`config.mk`:
```
export PLATFORM = sky130hd
export DESIGN_NAME = hs_join2
export DESIGN_NICKNAME = d
export VERILOG_FILES = /design/src/rtl/hs_join2.sv
export SDC_FILE = /design/constraint.sdc
export NUM_CORES = 1
export LEC_CHECK = 0
export BUFFER_PORTS_ARGS = -buffer_cell sky130_fd_sc_hd__buf_2
export CAP_MARGIN = 20
export CORE_UTILIZATION = 45
export DETAILED_ROUTE_END_ITERATION = 10
export PLACE_DENSITY = 0.86
export SLEW_MARGIN = 20
export SYNTH_ARGS = -nofsm -noshare
export SYNTH_HDL_FRONTEND = slang
export SYNTH_SLANG_ARGS = --single-unit
```
`constraint.sdc`:
```
create_clock -name clk -period 2 [get_ports clk]
set_input_delay 0.3 -clock clk [delete_from_list [all_inputs] [get_ports clk]]
set_output_delay 0.3 -clock clk [all_outputs]
set_load 0.02 [all_outputs]
```
`src/rtl/hs_join2.sv`:
```
module hs_join2 #(
  parameter int W  = 16,
  parameter int OP = 0
) (
  input  logic         clk,
  input  logic         rst_n,
  input  logic         a_valid,
  output logic         a_ready,
  input  logic [W-1:0] a_data,
  input  logic         b_valid,
  output logic         b_ready,
  input  logic [W-1:0] b_data,
  output logic         y_valid,
  input  logic         y_ready,
  output logic [W-1:0] y_data
);

  logic         slot_free;
  logic         take;
  logic [W-1:0] comb_res;

  assign slot_free = y_ready || !y_valid;
  assign a_ready   = b_valid && slot_free;
  assign b_ready   = a_valid && slot_free;
  assign take      = a_valid && b_valid && slot_free;

  generate
    if (OP == 1) begin : g_xor
      assign comb_res = a_data ^ b_data;
    end else if (OP == 2) begin : g_max
      assign comb_res = (a_data > b_data) ? a_data : b_data;
    end else begin : g_sum
      assign comb_res = a_data + b_data;
    end
  endgenerate

  always_ff @(posedge clk or negedge rst_n) begin
    if (!rst_n) y_valid <= 1'b0;
    else        y_valid <= take || (y_valid && !y_ready);
  end

  always_ff @(posedge clk or negedge rst_n) begin
    if (!rst_n)    y_data <= '0;
    else if (take) y_data <= comb_res;
  end

  a_r1_paired: assert property (@(posedge clk) disable iff (!rst_n)
    (a_valid && a_ready) == (b_valid && b_ready));

  a_r2_lone_refused: assert property (@(posedge clk) disable iff (!rst_n)
    (!b_valid |-> !a_ready) and (!a_valid |-> !b_ready));

  a_r2_accept_when_free: assert property (@(posedge clk) disable iff (!rst_n)
    (a_valid && b_valid && y_ready) |-> (a_ready && b_ready));

  a_r3_valid_after_take: assert property (@(posedge clk) disable iff (!rst_n)
    (a_valid && a_ready) |=> y_valid);

  a_r3_drain: assert property (@(posedge clk) disable iff (!rst_n)
    (y_valid && y_ready && !(a_valid && a_ready)) |=> !y_valid);

  a_r4_stall_hold: assert property (@(posedge clk) disable iff (!rst_n)
    (y_valid && !y_ready) |=> (y_valid && $stable(y_data)));

  a_r5_load_only_on_take: assert property (@(posedge clk) disable iff (!rst_n)
    !(a_valid && a_ready) |=> $stable(y_data));

  always @(posedge clk) begin
    if (!rst_n) begin
      a_r6_reset_clear: assert (!y_valid && y_data == '0);
    end
  end

endmodule

```
After elaboration in Yosys (flattened, before gate mapping)
Cells that the tools add are included.

Output and inout port bits: 19. Bits of input ports: 37. Logic and storage cells: 12. Bits in writable memories: 0. Bits in registers: 17. Bits in latches: 0. Memories kept: 0. ROM bits: 0.

Multiplexer cells: 0. Reductions and logical operators: 9. Shifts and indexed selects: 0. Order comparisons: 0. Equal/unequal tests: 0. Bitwise gates (word level): 0. Divide/modulo/power cells: 0. Add/sub/neg operators: 1. Multiply operators: 0.

Operator list (number): 16-bit adder (1); 1-bit logical AND (5); 1-bit logical NOT (2); 1-bit logical OR (2).

Depth between registers and ports, before layout
Gate-level depths: netlist of run 1.

Word-level depth: 4. Gate-level depth with buffers: 7. Mapped depth without buffers: 7.

Least setup slack after synthesis of run 1
OpenSTA, ideal clock, no wires.

Kind: input -> register. Start: in a_data[0]. End: reg y_data[14]. Arrival time: 1.951 ns. Path slack: -0.079 ns. Buffers on the path: 0. Required time: 1.873 ns. Stages on the path: 7. Library setup time: 0.127 ns. Cell sequence: ha_1 -> fa_1 -> a21o_2 -> a221o_2 -> a31oi_2 -> mux2i_1 -> nand3b_1.

Word-level cells in the longest chain between the ends: 1.

Ends and longest elaborated chain: start, declared (RTL line 9) `input logic [W-1:0] a_data,`; 16-bit adder (RTL line 33) `assign comb_res = a_data + b_data;`; end signal, assigned (RTL line 44) `else if (take) y_data <= comb_res;`; end, declared (RTL line 15) `output logic [W-1:0] y_data`.

Every way passes these cells. A chain may end at the register's enable or synchronous reset.

Worst setup path after layout of run 1
Start: in a_data[0]. End: reg y_data[10].

The elaborated chain is that of the path after synthesis.

==> metrics.txt, run 1 <==
Clock Sink Count=17; critical path class=in -> reg; vias=1474; worst rel slew slack=71.9%; DRT Wirelength=3.50 mm; sequential cell fraction of total power=37.2%; Inst Count DP=268; DRT Pass-1 Iters=4; switching share of power=39.7%; ys flop type=dfrtp_1; clock power share=14.6%; syn_nets=218; CP max-delay cell=a221o_2; post-synthesis average cell area=8.97 um2; Hold Crit Class=in -> reg; number of vias per cell=5.40; worst vdd ir=286 uV; Fmax achieved=524 MHz; Slew Viols, Final=0; largest net degree at the start of global routing=18; Clock Skews=9.07 ps; pwr/cell area=666 nW/um2; Synth async-reset ratio=100%; RSZ-0062 raised after global routing=no; first-pass GRT wire length=5.73 mm; H-tree depth=1; post-synth top area cell=dfrtp_1; std cell rows=20; Synth area leaders=dfrtp_1, ha_1, nand2_1, a21oi_1, o21ai_0; CP required=2180 ps; type of origin of the critical path=input port; Starting Density=48.1%; I/O Buffers=55; Seq/Total Area, Yosys=28.7%; DP HPWL=2.91 mm; layout cells sized above 1=34.9%; CP Cell Sequence=buf_2 -> ha_1 -> fa_2 -> a21o_2 -> a221o_2 -> a31oi_1 -> xor2_1 -> o21ai_1; Die Span Y=59.4 um; TritonCTS clock tree=done; Synth Register Bits=17; DRC=0; ANT nets after route=0; DRT iter0 DRCs=50; initial antenna violation count=0; CP max FO=5; clock root cell=clkbuf_4; remaining global-route overflow=0; worst setup margin=91.3 ps; worst slack, placed=-222 ps; total CTS buffers=3; vias in the first global route=1323; Max Buffers Root-to-Sink=2; Int Power=0.000752 W; Tmin final=1910 ps; P_sw=0.000496 W; Tot Pwr=0.00125 W; fillcell total=302; # setup viols final=0; Worst Tran Pin Value=411 ps; critical path's largest stage delay=410 ps; Hold Fails Final Rpt=0; Synth top area share=28.7%; Clock Latency Late Sink=290 ps; Area Growth Syn to Fin=26.5%; Die ar.=3520 um2; gpl congestion=0.866; number of synthesized flops with an enable pin=0; Setup crit end kind=flip-flop; Netlist cell types=46; Ys Warns=0; Reg area=425 um2; Multi-input gate area=997 um2; clk slew on worst S/H paths=100 ps; Antenna diodes=0; leak pwr=0.962 nW; cells after synthesis=165; Syn Std Cell Area=1480 um2; IO Count=56; Combinational Power Share=48.3%; Worst EP arrival=2090 ps; final net count=283; Post-Layout Cell Count=273; CORE AREA=3080 um2; die span in x=59.4 um; All-Layer GR Usage=21.4%; status=finished, final reports clean; period utilization=95.4%; Max-Cap Viols=0; wire per inst=12.8 um; Core Util, Final=60.8%
## power by group through the flow
| stage | sequential (W) | clock, W | combinational (W) |
|---|---|---|---|
| 6_report | 0.000464 | 0.000182 | 0.000602 |
| 5_1_grt | 0.000475 | 0.000202 | 0.000660 |
| 4_1_cts | 0.000466 | 0.000186 | 0.000602 |
| 3_5_place_dp | 0.000473 | 0 | 0.000598 |
| 3_3_place_gp | 0.000468 | 0 | 0.000582 |
| 2_1_floorplan | 0.000573 | 0 | 0.000289 |
## cell usage after synthesis (2+ instances only)
master / instances
dfrtp_1: 17
a31oi_1: 3
nor3_1: 3
mux2i_1: 3
and2_1: 4
clkbuf_1: 2
nor2_1: 10
ha_1: 15
xor2_1: 5
a211oi_2: 2
o211ai_1: 4
a21o_1: 5
inv_1: 2
and3b_1: 2
a21oi_1: 11
o31ai_1: 2
nand3_1: 4
a22oi_1: 2
mux2_2: 3
o21ai_1: 3
nand2_1: 17
and3_1: 6
nand4_1: 3
o21ai_0: 10
xnor2_1: 3
buf_6: 4
## metal layers
layer,global-route usage (%),wire length [um],up-vias
met5,0,0,-
met4,10.5,41,0
met3,2.18,148,4
met2,34.3,1660,53
met1,28.7,1650,669
li1,-,-,748
## final timing paths
path | depth (start not counted) | endpoint | start | slack, ps
worst min-delay path | 3 | y_valid | b_valid | 290
worst min register to register | 2 | y_data[2] | y_data[2] | 480
min in group asynchronous | 2 | y_data[9] | rst_n | 450
worst max-delay path | 8 | y_data[10] | a_data[0] | 90
worst max register to register | 5 | y_data[14] | y_valid | 480
max in group asynchronous | 2 | y_data[8] | rst_n | 1280
## per-stage QoR
step / setup TNS, ps / area (um2) / hold slack, ps
after global placement: -422 / 1840 / 233
after detailed placement: -849 / 1840 / 234
after CTS: 0 / 1870 / 285
after floorplan: -33.2 / 1480 / 4.41
final: 0 / 1870 / 290
after global routing: 0 / 1870 / 284
## cell usage in the layout, fill, tap and decap left out, types with 5 or more instances in the layout
cell / n
a21o_1: 5
a21oi_1: 11
and3_1: 6
buf_2: 55
buf_4: 10
dfrtp_1: 17
ha_1: 15
nand2_1: 17
nor2_1: 10
o21ai_0: 10
xor2_1: 5
## critical path: cells and delay by family
kind	cells	cell delay, ps
adder cells (fa/ha/maj)	2	590
XOR/XNOR	1	180
AO/OA/AOI/OAI	4	920
buffers and inverters	1	100
## cell type report
type / instances / share of cell area [%]
Clock buffer: 4 / 1.40
Inverter: 2 / 0.401
Multi-Input combinational cell: 140 / 53.3
Sequential cell: 17 / 22.7
Tap cell: 44 / 2.94
Timing Repair Buffer: 66 / 19.3
## registers in the layout (all words and copies together) (netlist names)
| register | count |
|---|---|
| y_data | 16 |
| y_valid | 1 |
## what timing repair did
action / in CTS / in global routing
gates resized for setup: 0 / 0
hold endpoints to repair: 17 / 0
hold buffers: 1 / 0
setup buffers: 0 / 0
## cell families after synthesis
group	synth area share [%]
AOI/OAI and AO/OA	24.3
xor gates and xnor gates	4.73
adders and majority gates	14.0
buffers and inverters	4.06
DFF	28.7
muxes	4.31
and+or+nand+nor	19.9
Power figures use the tool's default switching activity.
==> run 2, diff against run 1 <==
==> constraint.sdc (replaced) <==
create_clock -name clk -period 2 [get_ports clk]
set_input_delay 0.2 -clock clk [delete_from_list [all_inputs] [get_ports clk]]
set_output_delay 0.2 -clock clk [all_outputs]
set_load 0.02 [all_outputs]
==> metrics.txt, run 2 (synthesis gave the netlist of run 1 again) <==
H-tree depth=1; Reg area=425 um2; gpl congestion=0.863; met2 wire len=1.52 mm; worst vdd ir=254 uV; first-pass GRT wire length=5.41 mm; number of vias per cell=5.34; DRT Wirelength=3.28 mm; CP required=2170 ps; Largest register FFs=16; leak pwr=0.949 nW; All-Layer GR Usage=20.4%; Hold Fails Final Rpt=0; IO Count=56; Starting Density=48.1%; ANT nets after route=0; Biggest register=y_data; Reg2Reg Depth=5; Hold-fix buffers, CTS=1; DP HPWL=2.73 mm; P_sw=0.000482 W; wire per inst=12.2 um; status=finished, final reports clean; # setup viols final=0; Die ar.=3520 um2; Fmax achieved=555 MHz; worst rel slew slack=70.9%; Worst Hold End=y_valid; type of origin of the critical path=input port; die span in x=59.4 um; final net count=280; vias=1443; Int Power=0.000744 W; flop2flop setup slack=510 ps; std cell rows=20; initial antenna violation count=0; Hold Crit Class=in -> reg; clock power share=14.4%; Slew Viols, Final=0; remaining global-route overflow=0; TritonCTS clock tree=done; commonest non-fill, non-tap cell in the layout=buf_2; worst flop-to-flop path startpoint=y_valid; RSZ-0062 raised after global routing=no; largest net degree at the start of global routing=18; Setup crit end kind=flip-flop; Multi-input gate area=995 um2; Largest regs=y_data (16), y_valid (1); CTS resizes=0; Max Buffers Root-to-Sink=2; period utilization=90.1%; vias in the first global route=1278; DRC=0; Antenna diodes=0; Worst Tran Pin Value=431 ps; Combinational Power Share=47.7%; CP max FO=5; Clock Skews=1.23 ps; Tot Pwr=0.00123 W; post-CTS setup buffer count=0; hold path start=a_valid; pwr/cell area=664 nW/um2; total CTS buffers=3; met1 WL=1.56 mm; met3 wire length=144 um; switching share of power=39.3%; critical path class=in -> reg; fillcell total=278; Worst EP arrival=1980 ps; highest routed layer=met4; I/O Buffers=55; hold path depth=3; Clock Latency Late Sink=280 ps; sequential cell fraction of total power=37.9%; clock root cell=clkbuf_4; Max-Cap Viols=0; most frequent cells in the layout=buf_2, nand2_1, dfrtp_1; Tmin final=1800 ps; layout cells sized above 1=33.6%; CORE AREA=3080 um2; clk slew on worst S/H paths=90 ps; Area Growth Syn to Fin=24.8%; DRT iter0 DRCs=41; Clock Sink Count=17; RR Endpoint=y_data[14]; setup TNS=0 ps; Die Span Y=59.4 um; DRT Pass-1 Iters=4; final hold slack=174 ps
-- run 2: changes by cell type in the layout (fill, tap and decap cells not counted), sizes merged --
cell / change
buf: -3
-- run 2: layout make-up --
| cell class | count | share of cell area, % |
|---|---|---|
| Multi-Input combinational cell | 140 | 53.9 |
| Clock buffer | 4 | 1.42 |
| Timing Repair Buffer | 63 | 18.3 |
| Inverter | 2 | 0.407 |
| Sequential cell | 17 | 23.0 |
| Tap cell | 44 | 2.98 |
-- run 2: worst max-delay path, cell delays in order --
cell and delay [ps]:
buf_2 100, ha_1 210, fa_1 380, a21o_2 230, a221o_2 380, a31oi_2 190
mux2i_1 190, nand3b_1 80
-- run 2: routing by layer --
layer | vias to the layer above | track usage, %
met3 | 4 | 1.53
li1 | 747 | -
met5 | - | 0
met2 | 46 | 31.5
met1 | 646 | 28.5
met4 | 0 | 10.9
-- run 2: worst max path at each step --
stage,slack [ps],endpoint,from
3_5_place_dp,-100,y_data[14],a_data[0]
5_1_grt,100,y_data[14],a_data[0]
3_3_place_gp,-90,y_data[14],a_data[0]
4_1_cts,200,y_data[14],a_data[0]
2_1_floorplan,20,y_data[14],a_data[0]
6_report,200,y_data[14],a_data[0]
-- run 2: power groups by stage --
stage | logic [W] | clock network, W | registers (W)
final | 0.000585 | 0.000177 | 0.000464
after global routing | 0.000645 | 0.000194 | 0.000475
after CTS | 0.000587 | 0.000182 | 0.000466
after detailed placement | 0.000583 | 0 | 0.000473
after global placement | 0.000572 | 0 | 0.000470
after floorplan | 0.000289 | 0 | 0.000573
-- run 2: through the flow --
step / setup WS, ps / instance area, um2 / std cells / utilization (%)
after global placement: -87.2 / 1810 / 265 / 58.8
final: 198 / 1850 / 270 / 60.0
after floorplan: 21.3 / 1480 / 165 / -
after CTS: 196 / 1850 / 270 / 60.0
after detailed placement: -101 / 1810 / 265 / 58.8
after global routing: 100 / 1850 / 270 / 60.0
